### src/rtl/vred_pkg.sv
package vred_pkg;

  typedef enum logic [3:0] {
    OP_SUM   = 4'd0,
    OP_AND   = 4'd1,
    OP_OR    = 4'd2,
    OP_XOR   = 4'd3,
    OP_MINU  = 4'd4,
    OP_MIN   = 4'd5,
    OP_MAXU  = 4'd6,
    OP_MAX   = 4'd7,
    OP_WSUMU = 4'd8,
    OP_WSUM  = 4'd9
  } red_op_e;

  typedef enum logic {
    ST_IDLE,
    ST_BUSY
  } red_state_e;

  function automatic logic op_is_widen(logic [3:0] code);
    return (code == OP_WSUMU) || (code == OP_WSUM);
  endfunction

endpackage

### src/rtl/vred_legal.sv
module vred_legal #(
  parameter int MAX_W     = 64,
  parameter int MAX_ELEMS = 64,
  parameter int VL_W      = 7,
  parameter int RI_W      = 5
) (
  input  logic [3:0]      op,
  input  logic [1:0]      sew,
  input  logic [2:0]      lmul,
  input  logic            cfg_ok,
  input  logic [RI_W-1:0] vs2_idx,
  input  logic [VL_W-1:0] vl,
  input  logic [VL_W-1:0] vstart,
  output logic            bad
);
  import vred_pkg::*;

  logic [RI_W-1:0] grp_mask;
  logic            misalign;
  logic            width_bad;
  logic            widen_bad;

  always_comb begin
    grp_mask  = lmul[2] ? '0 : RI_W'((32'd1 << lmul[1:0]) - 32'd1);
    misalign  = |(vs2_idx & grp_mask);
    width_bad = (32'd8 << sew) > 32'(MAX_W);
    widen_bad = op_is_widen(op) && ((32'd16 << sew) > 32'(MAX_W));
    bad = !cfg_ok
       || (vstart != '0)
       || (op > 4'd9)
       || (lmul == 3'd4)
       || (vl > VL_W'(MAX_ELEMS))
       || width_bad
       || widen_bad
       || misalign;
  end

endmodule

### src/rtl/vred_alu.sv
module vred_alu #(
  parameter int MAX_W = 64
) (
  input  vred_pkg::red_op_e op,
  input  logic [1:0]        sew,
  input  logic              take,
  input  logic [MAX_W-1:0]  acc,
  input  logic [MAX_W-1:0]  elem,
  output logic [MAX_W-1:0]  nxt
);
  import vred_pkg::*;

  function automatic logic [MAX_W-1:0] low_ones(int n);
    if (n >= MAX_W) return '1;
    return ~({MAX_W{1'b1}} << n);
  endfunction

  function automatic logic [MAX_W-1:0] sx(logic [MAX_W-1:0] x, int n);
    logic [MAX_W-1:0] m;
    m = low_ones(n);
    return x[n-1] ? (x | ~m) : (x & m);
  endfunction

  int               w;
  int               wo;
  logic [MAX_W-1:0] m_in;
  logic [MAX_W-1:0] m_out;
  logic [MAX_W-1:0] ea, aa;
  logic [MAX_W-1:0] es, as;
  logic [MAX_W-1:0] comb_v;

  always_comb begin
    w     = 8 << sew;
    wo    = op_is_widen(op) ? 2 * w : w;
    m_in  = low_ones(w);
    m_out = low_ones(wo);
    ea    = elem & m_in;
    aa    = acc & m_in;
    es    = sx(elem, w);
    as    = sx(acc, w);
    unique case (op)
      OP_SUM:   comb_v = acc + elem;
      OP_AND:   comb_v = acc & elem;
      OP_OR:    comb_v = acc | elem;
      OP_XOR:   comb_v = acc ^ elem;
      OP_MINU:  comb_v = (ea < aa) ? elem : acc;
      OP_MAXU:  comb_v = (ea > aa) ? elem : acc;
      OP_MIN:   comb_v = ($signed(es) < $signed(as)) ? elem : acc;
      OP_MAX:   comb_v = ($signed(es) > $signed(as)) ? elem : acc;
      OP_WSUMU: comb_v = acc + ea;
      OP_WSUM:  comb_v = acc + es;
      default:  comb_v = acc;
    endcase
    nxt = (take ? comb_v : acc) & m_out;
  end

endmodule

### src/rtl/vred_unit.sv
module vred_unit #(
  parameter int MAX_W     = 64,
  parameter int MAX_ELEMS = 64,
  parameter int VREG_N    = 32,
  localparam int VL_W     = $clog2(MAX_ELEMS + 1),
  localparam int IX_W     = $clog2(MAX_ELEMS),
  localparam int RI_W     = $clog2(VREG_N)
) (
  input  logic                 clk,
  input  logic                 rst_n,
  input  logic                 start,
  input  logic [3:0]           op,
  input  logic [1:0]           sew,
  input  logic [2:0]           lmul,
  input  logic                 cfg_ok,
  input  logic [RI_W-1:0]      vs2_idx,
  input  logic [VL_W-1:0]      vl,
  input  logic [VL_W-1:0]      vstart,
  input  logic                 mask_en,
  input  logic [MAX_ELEMS-1:0] mask,
  input  logic [MAX_W-1:0]     seed,
  input  logic                 elem_valid,
  output logic                 elem_ready,
  input  logic [MAX_W-1:0]     elem_data,
  output logic                 done,
  output logic                 wr_en,
  output logic                 illegal,
  output logic [MAX_W-1:0]     result
);
  import vred_pkg::*;

  red_state_e           state;
  red_op_e              op_q;
  logic [1:0]           sew_q;
  logic [VL_W-1:0]      vl_q;
  logic [VL_W-1:0]      idx;
  logic                 men_q;
  logic [MAX_ELEMS-1:0] mask_q;
  logic [MAX_W-1:0]     acc;
  logic [MAX_W-1:0]     nxt;
  logic                 bad;
  logic                 take;
  logic                 last;

  vred_legal #(
    .MAX_W(MAX_W), .MAX_ELEMS(MAX_ELEMS), .VL_W(VL_W), .RI_W(RI_W)
  ) u_legal (
    .op(op), .sew(sew), .lmul(lmul), .cfg_ok(cfg_ok),
    .vs2_idx(vs2_idx), .vl(vl), .vstart(vstart), .bad(bad)
  );

  assign take = !men_q || mask_q[idx[IX_W-1:0]];
  assign last = (VL_W'(idx + 1'b1) == vl_q);

  vred_alu #(.MAX_W(MAX_W)) u_alu (
    .op(op_q), .sew(sew_q), .take(take),
    .acc(acc), .elem(elem_data), .nxt(nxt)
  );

  assign elem_ready = (state == ST_BUSY);

  always_ff @(posedge clk) begin
    if (!rst_n) begin
      state   <= ST_IDLE;
      op_q    <= OP_SUM;
      sew_q   <= '0;
      vl_q    <= '0;
      idx     <= '0;
      men_q   <= 1'b0;
      mask_q  <= '0;
      acc     <= '0;
      done    <= 1'b0;
      wr_en   <= 1'b0;
      illegal <= 1'b0;
      result  <= '0;
    end else begin
      done    <= 1'b0;
      wr_en   <= 1'b0;
      illegal <= 1'b0;
      unique case (state)
        ST_IDLE: begin
          if (start) begin
            op_q   <= red_op_e'(op);
            sew_q  <= sew;
            vl_q   <= vl;
            men_q  <= mask_en;
            mask_q <= mask;
            acc    <= seed;
            idx    <= '0;
            if (bad) begin
              done    <= 1'b1;
              illegal <= 1'b1;
            end else if (vl == '0) begin
              done <= 1'b1;
            end else begin
              state <= ST_BUSY;
            end
          end
        end
        ST_BUSY: begin
          if (elem_valid) begin
            acc <= nxt;
            idx <= idx + 1'b1;
            if (last) begin
              state  <= ST_IDLE;
              done   <= 1'b1;
              wr_en  <= 1'b1;
              result <= nxt;
            end
          end
        end
        default: state <= ST_IDLE;
      endcase
    end
  end

endmodule

### config.mk
export PLATFORM = sky130hd
export DESIGN_NAME = vred_unit
export DESIGN_NICKNAME = d
export VERILOG_FILES = /design/src/rtl/vred_pkg.sv /design/src/rtl/vred_legal.sv /design/src/rtl/vred_alu.sv /design/src/rtl/vred_unit.sv
export SDC_FILE = /design/constraint.sdc
export NUM_CORES = 1
export LEC_CHECK = 0
export CAP_MARGIN = 40
export CORE_ASPECT_RATIO = 1.2
export CORE_MARGIN = 1.5
export CORE_UTILIZATION = 40
export DETAILED_ROUTE_END_ITERATION = 10
export DONT_BUFFER_PORTS = 1
export GPL_TIMING_DRIVEN = 0
export HOLD_SLACK_MARGIN = 0.12
export SYNTH_ARGS = -nofsm -noshare
export SYNTH_HDL_FRONTEND = slang
export SYNTH_HIERARCHICAL = 1
export SYNTH_SLANG_ARGS = --single-unit
export TNS_END_PERCENT = 100
### constraint.sdc
create_clock -name clk -period 6.2 [get_ports clk]
set_clock_uncertainty 0.2 [all_clocks]
set_input_delay 1.86 -clock clk [delete_from_list [all_inputs] [get_ports clk]]
set_output_delay 1.86 -clock clk [all_outputs]
set_load 0.02 [all_outputs]
==> impl_metrics.prom <==
# TYPE chip_impl_metric gauge
chip_impl_info{name="status",value="finished with violations"} 1
chip_impl_info{name="failed_checks",value="negative setup slack"} 1
chip_impl_metric{name="postPlaceCellArea",unit="sq mm"} 0.02512
chip_impl_info{name="most-common-layout-cells",value="sky130_fd_sc_hd__nand2_1, sky130_fd_sc_hd__ha_1, sky130_fd_sc_hd__a21oi_1"} 1
chip_impl_metric{name="worstMarginPinSlew",unit="ns"} 1.186
chip_impl_metric{name="io_pins",unit=""} 294
chip_impl_info{name="yosys_most_used_dff",value="sky130_fd_sc_hd__dfxtp_1"} 1
chip_impl_metric{name="initial_antenna_violation_count",unit=""} 5
chip_impl_metric{name="count_of_endpoints_failing_hold_in_the_final_timing_report",unit=""} 0
chip_impl_metric{name="floorplan.initialDensity",unit=""} 0.4052
chip_impl_metric{name="finish.net_count",unit=""} 3824
chip_impl_metric{name="cts_buffers",unit=""} 27
chip_impl_metric{name="finalCritPeriodShare",unit=""} 1.011
chip_impl_metric{name="total_power",unit="mW"} 5.454
chip_impl_metric{name="syn_std_cell_area",unit="sq mm"} 0.02366
chip_impl_metric{name="post_synth.cell_area_avg",unit="sq um"} 7.508
chip_impl_metric{name="gp_congestion",unit=""} 1.010
chip_impl_metric{name="cts_buffer_depth",unit=""} 3
chip_impl_metric{name="detailed_routing_iterations_pass_1",unit=""} 6
chip_impl_info{name="ordered_cell_list_for_the_critical_path",value="mux2_4 > nand2_4 > o21ai_4 > nand2_4 > buf_6 > o21ai_0 > ha_1 > a21o_1 > nand3_1 > a2111oi_1 > or4_4 > a2111o_1 > o21a_1 > or3_4 > a31oi_2 > buf_6 > a31oi_1 > a211o_1 > o21ai_1 > mux2i_1 > nand2_1 > o211a_1"} 1
chip_impl_info{name="grt_setup_unrepaired",value="yes"} 1
chip_impl_metric{name="critPathArrivalTime",unit="ns"} 6.61
chip_impl_info{name="worst_min_delay_path_class",value="reg -> reg"} 1
chip_impl_metric{name="placement.setup.worst_slack",unit="ns"} -2.729
chip_impl_metric{name="place.detailed.instances",unit=""} 3979
chip_impl_metric{name="maximum_fanout_count_along_the_critical_path",unit=""} 10
chip_impl_metric{name="track_usage",unit=""} 0.3271
chip_impl_info{name="synth_area_leader_cell",value="sky130_fd_sc_hd__dfxtp_1"} 1
chip_impl_metric{name="largest_net_degree_at_the_start_of_global_routing",unit=""} 15
chip_impl_metric{name="timing.final.ws_setup",unit="ns"} -0.06631
chip_impl_metric{name="mappedNetlistNets",unit=""} 3713
chip_impl_metric{name="finalWorstPathRequiredPeriod",unit="ns"} 6.266
chip_impl_metric{name="detailed_place_hpwl",unit="um"} 81300
chip_impl_metric{name="crit_path_max_incr_delay",unit="ns"} 0.55
chip_impl_metric{name="number_of_non_filler_instances_in_the_completed_layout",unit=""} 4076
chip_impl_metric{name="slew_headroom",unit=""} 0.2095
chip_impl_metric{name="ys_warn_count",unit=""} 6
chip_impl_metric{name="max_freq",unit="GHz"} 0.1596
chip_impl_metric{name="ffs_w_async_s_r_synth",unit=""} 0
chip_impl_metric{name="portBuffers",unit=""} 0
chip_impl_metric{name="synth.yosys.seq_area_share",unit=""} 0.1836
chip_impl_info{name="timing.critical_path.to_type",value="flip-flop"} 1
chip_impl_metric{name="drc",unit=""} 0
chip_impl_metric{name="insertion_delay",unit="ns"} 0.61
chip_impl_info{name="clk_root_buffer_cell",value="sky130_fd_sc_hd__clkbuf_16"} 1
chip_impl_metric{name="grt-ovfl-total",unit=""} 0
chip_impl_metric{name="global_route_wire_length_before_repair",unit="um"} 150600
chip_impl_metric{name="drive_gt1_frac",unit=""} 0.1112
chip_impl_metric{name="max_cap_violations",unit=""} 0
chip_impl_metric{name="synth-edff-count",unit=""} 0
chip_impl_metric{name="die_width",unit="um"} 225
chip_impl_metric{name="postRouteAntennaNets",unit=""} 0
chip_impl_metric{name="drt-vias-per-instance",unit=""} 6.096
chip_impl_metric{name="finalMaxSlewViolations",unit=""} 0
chip_impl_metric{name="synth_cells",unit=""} 3151
chip_impl_metric{name="floorplan.die_area",unit="sq mm"} 0.06062
chip_impl_metric{name="synth_cell_types",unit=""} 87
chip_impl_info{name="worstSetupStartpointType",value="input pin"} 1
chip_impl_metric{name="holdBufCountCts",unit=""} 0
chip_impl_metric{name="clock_sinks",unit=""} 217
chip_impl_metric{name="drtIter0Drc",unit=""} 2019
chip_impl_metric{name="design_area",unit="sq mm"} 0.02745
chip_impl_metric{name="post-synth-top-area-fraction",unit=""} 0.1836
chip_impl_metric{name="h-tree-depth",unit=""} 1
chip_impl_metric{name="synth_seq_cells",unit=""} 217
chip_impl_info{name="clock_tree_from_tritoncts",value="built"} 1
chip_impl_info{name="mostFrequentLayoutCell",value="sky130_fd_sc_hd__nand2_1"} 1
chip_impl_metric{name="area_growth_syn_to_layout",unit="%"} 16.03
chip_impl_metric{name="max-vdd-ir-drop",unit="mV"} 0.2266
chip_impl_info{name="critical-path-slowest-cell",value="sky130_fd_sc_hd__or4_4"} 1
chip_impl_metric{name="drt_wl_total",unit="um"} 103200
chip_impl_metric{name="vias_in_the_first_global_route",unit=""} 23962
chip_impl_info{name="setup.worst_path.class",value="in -> reg"} 1
chip_impl_metric{name="critical_path_required",unit="ns"} 6.54
chip_impl_metric{name="power_density",unit="mW/mm^2"} 198.7
chip_impl_metric{name="std_cell_rows",unit=""} 97
chip_impl_metric{name="power.static_leakage",unit="nW"} 11.51
chip_impl_metric{name="vias",unit=""} 24846
chip_impl_metric{name="reg_clk_slew_reported_paths",unit="ns"} 0.06
chip_impl_info{name="dominant_cells_by_area_after_synthesis",value="sky130_fd_sc_hd__dfxtp_1, sky130_fd_sc_hd__ha_1, sky130_fd_sc_hd__nand2_1"} 1
chip_impl_metric{name="finalSetupViolations",unit=""} 8
chip_impl_metric{name="floorplan.die.height",unit="um"} 269.4
chip_impl_metric{name="route.detailed.wl_per_inst",unit="um"} 25.32
chip_impl_metric{name="coreArea",unit="sq mm"} 0.05838
## repair_timing
action,in CTS,in global routing
gates resized for setup,112,116
buffers inserted,22,28
pin swaps,25,57
endpoints found under the setup margin,128,114
gates cloned,2,0
## cells by family (layout without fill, tap and decap cells)
group / Yosys count / after routing / synth area share
compound gates: 1006 / 1006 / 0.2920
xor+xnor: 61 / 61 / 0.02258
fa+ha+maj: 336 / 336 / 0.1780
buf+inv: 400 / 531 / 0.06939
flops: 217 / 217 / 0.1836
mux: 161 / 161 / 0.07643
other cells: 0 / 2 / 0
simple gates: 970 / 970 / 0.1779
## per-layer routing
layer / up-vias / GRT usage / share of wire
li1: 11609 / - / -
met1: 11873 / 0.3796 / 0.39
met2: 1063 / 0.5513 / 0.47
met3: 295 / 0.08064 / 0.087
met4: 6 / 0.1726 / 0.061
met5: - / 0 / 0.00044
## through the flow
step,util,hold slack [ns],setup TNS (ns)
after floorplan,-,0.2400,0
after global placement,0.4231,0.2471,-305.83
after detailed placement,0.4303,0.2547,-253.68
after CTS,0.4576,0.2629,0
after global routing,0.4701,0.2833,-2.989
final,0.4702,0.2597,-0.2832
## synthesized netlist by cell type (22+ instances only)
master / number
sky130_fd_sc_hd__a31oi_1: 22
sky130_fd_sc_hd__dfxtp_1: 217
sky130_fd_sc_hd__o211a_1: 65
sky130_fd_sc_hd__xor2_1: 32
sky130_fd_sc_hd__o211ai_1: 35
sky130_fd_sc_hd__o21ai_0: 165
sky130_fd_sc_hd__inv_1: 164
sky130_fd_sc_hd__a21oi_1: 257
sky130_fd_sc_hd__nand4_1: 54
sky130_fd_sc_hd__clkbuf_1: 194
sky130_fd_sc_hd__a21o_1: 84
sky130_fd_sc_hd__ha_1: 335
sky130_fd_sc_hd__xnor2_1: 29
sky130_fd_sc_hd__mux2i_1: 139
sky130_fd_sc_hd__nand2_1: 591
sky130_fd_sc_hd__a211oi_1: 60
sky130_fd_sc_hd__a21boi_0: 88
sky130_fd_sc_hd__nand3_1: 47
sky130_fd_sc_hd__nor2_1: 141
sky130_fd_sc_hd__nor3_1: 37
sky130_fd_sc_hd__a221oi_1: 36
sky130_fd_sc_hd__o21ai_1: 23
## worst paths after layout
| check | endpoint | start | slack (ns) | depth (start not counted) |
|---|---|---|---|---|
| worst min register to register | mask_q[13] | mask_q[13] | 0.26 | 2 |
| worst min-delay path | mask_q[13] | mask_q[13] | 0.26 | 2 |
| worst max-delay path | acc[40] | elem_data[7] | -0.07 | 22 |
| worst max register to register | result[26] | sew_q[1] | -0.04 | 19 |
## registers in the layout (all words and copies together) (netlist names)
name and cells:
mask_q 64, vl_q 7, acc 64, men_q 1, idx 7, elem_ready 1
illegal 1, op_q 4, wr_en 1, done 1, result 64, sew_q 2
## report_power, final
part           switching, mW  internal, mW
logic                   1.32         0.834
registers             0.0945          1.45
clock network          0.715          1.04
## worst max-delay path: cells and delay by family
kind            cells  cell delay [ns]
fa+ha+maj           1             0.31
mux                 2             0.41
simple gates        6             1.33
compound gates     11             2.24
buf+inv             2             0.42
## final cells by class
type	instances	area (sq um)
antenna	2	5.005
buffer	229	1111
clock inverter	17	242.7
multi-input combinational	2534	18520
timing repair buffer	88	897.1
tap	792	991.0
fill	6029	30930
clock buffer	32	714.4
sequential	217	4345
inverter	165	619.3
(Power assumes the default switching activity.)
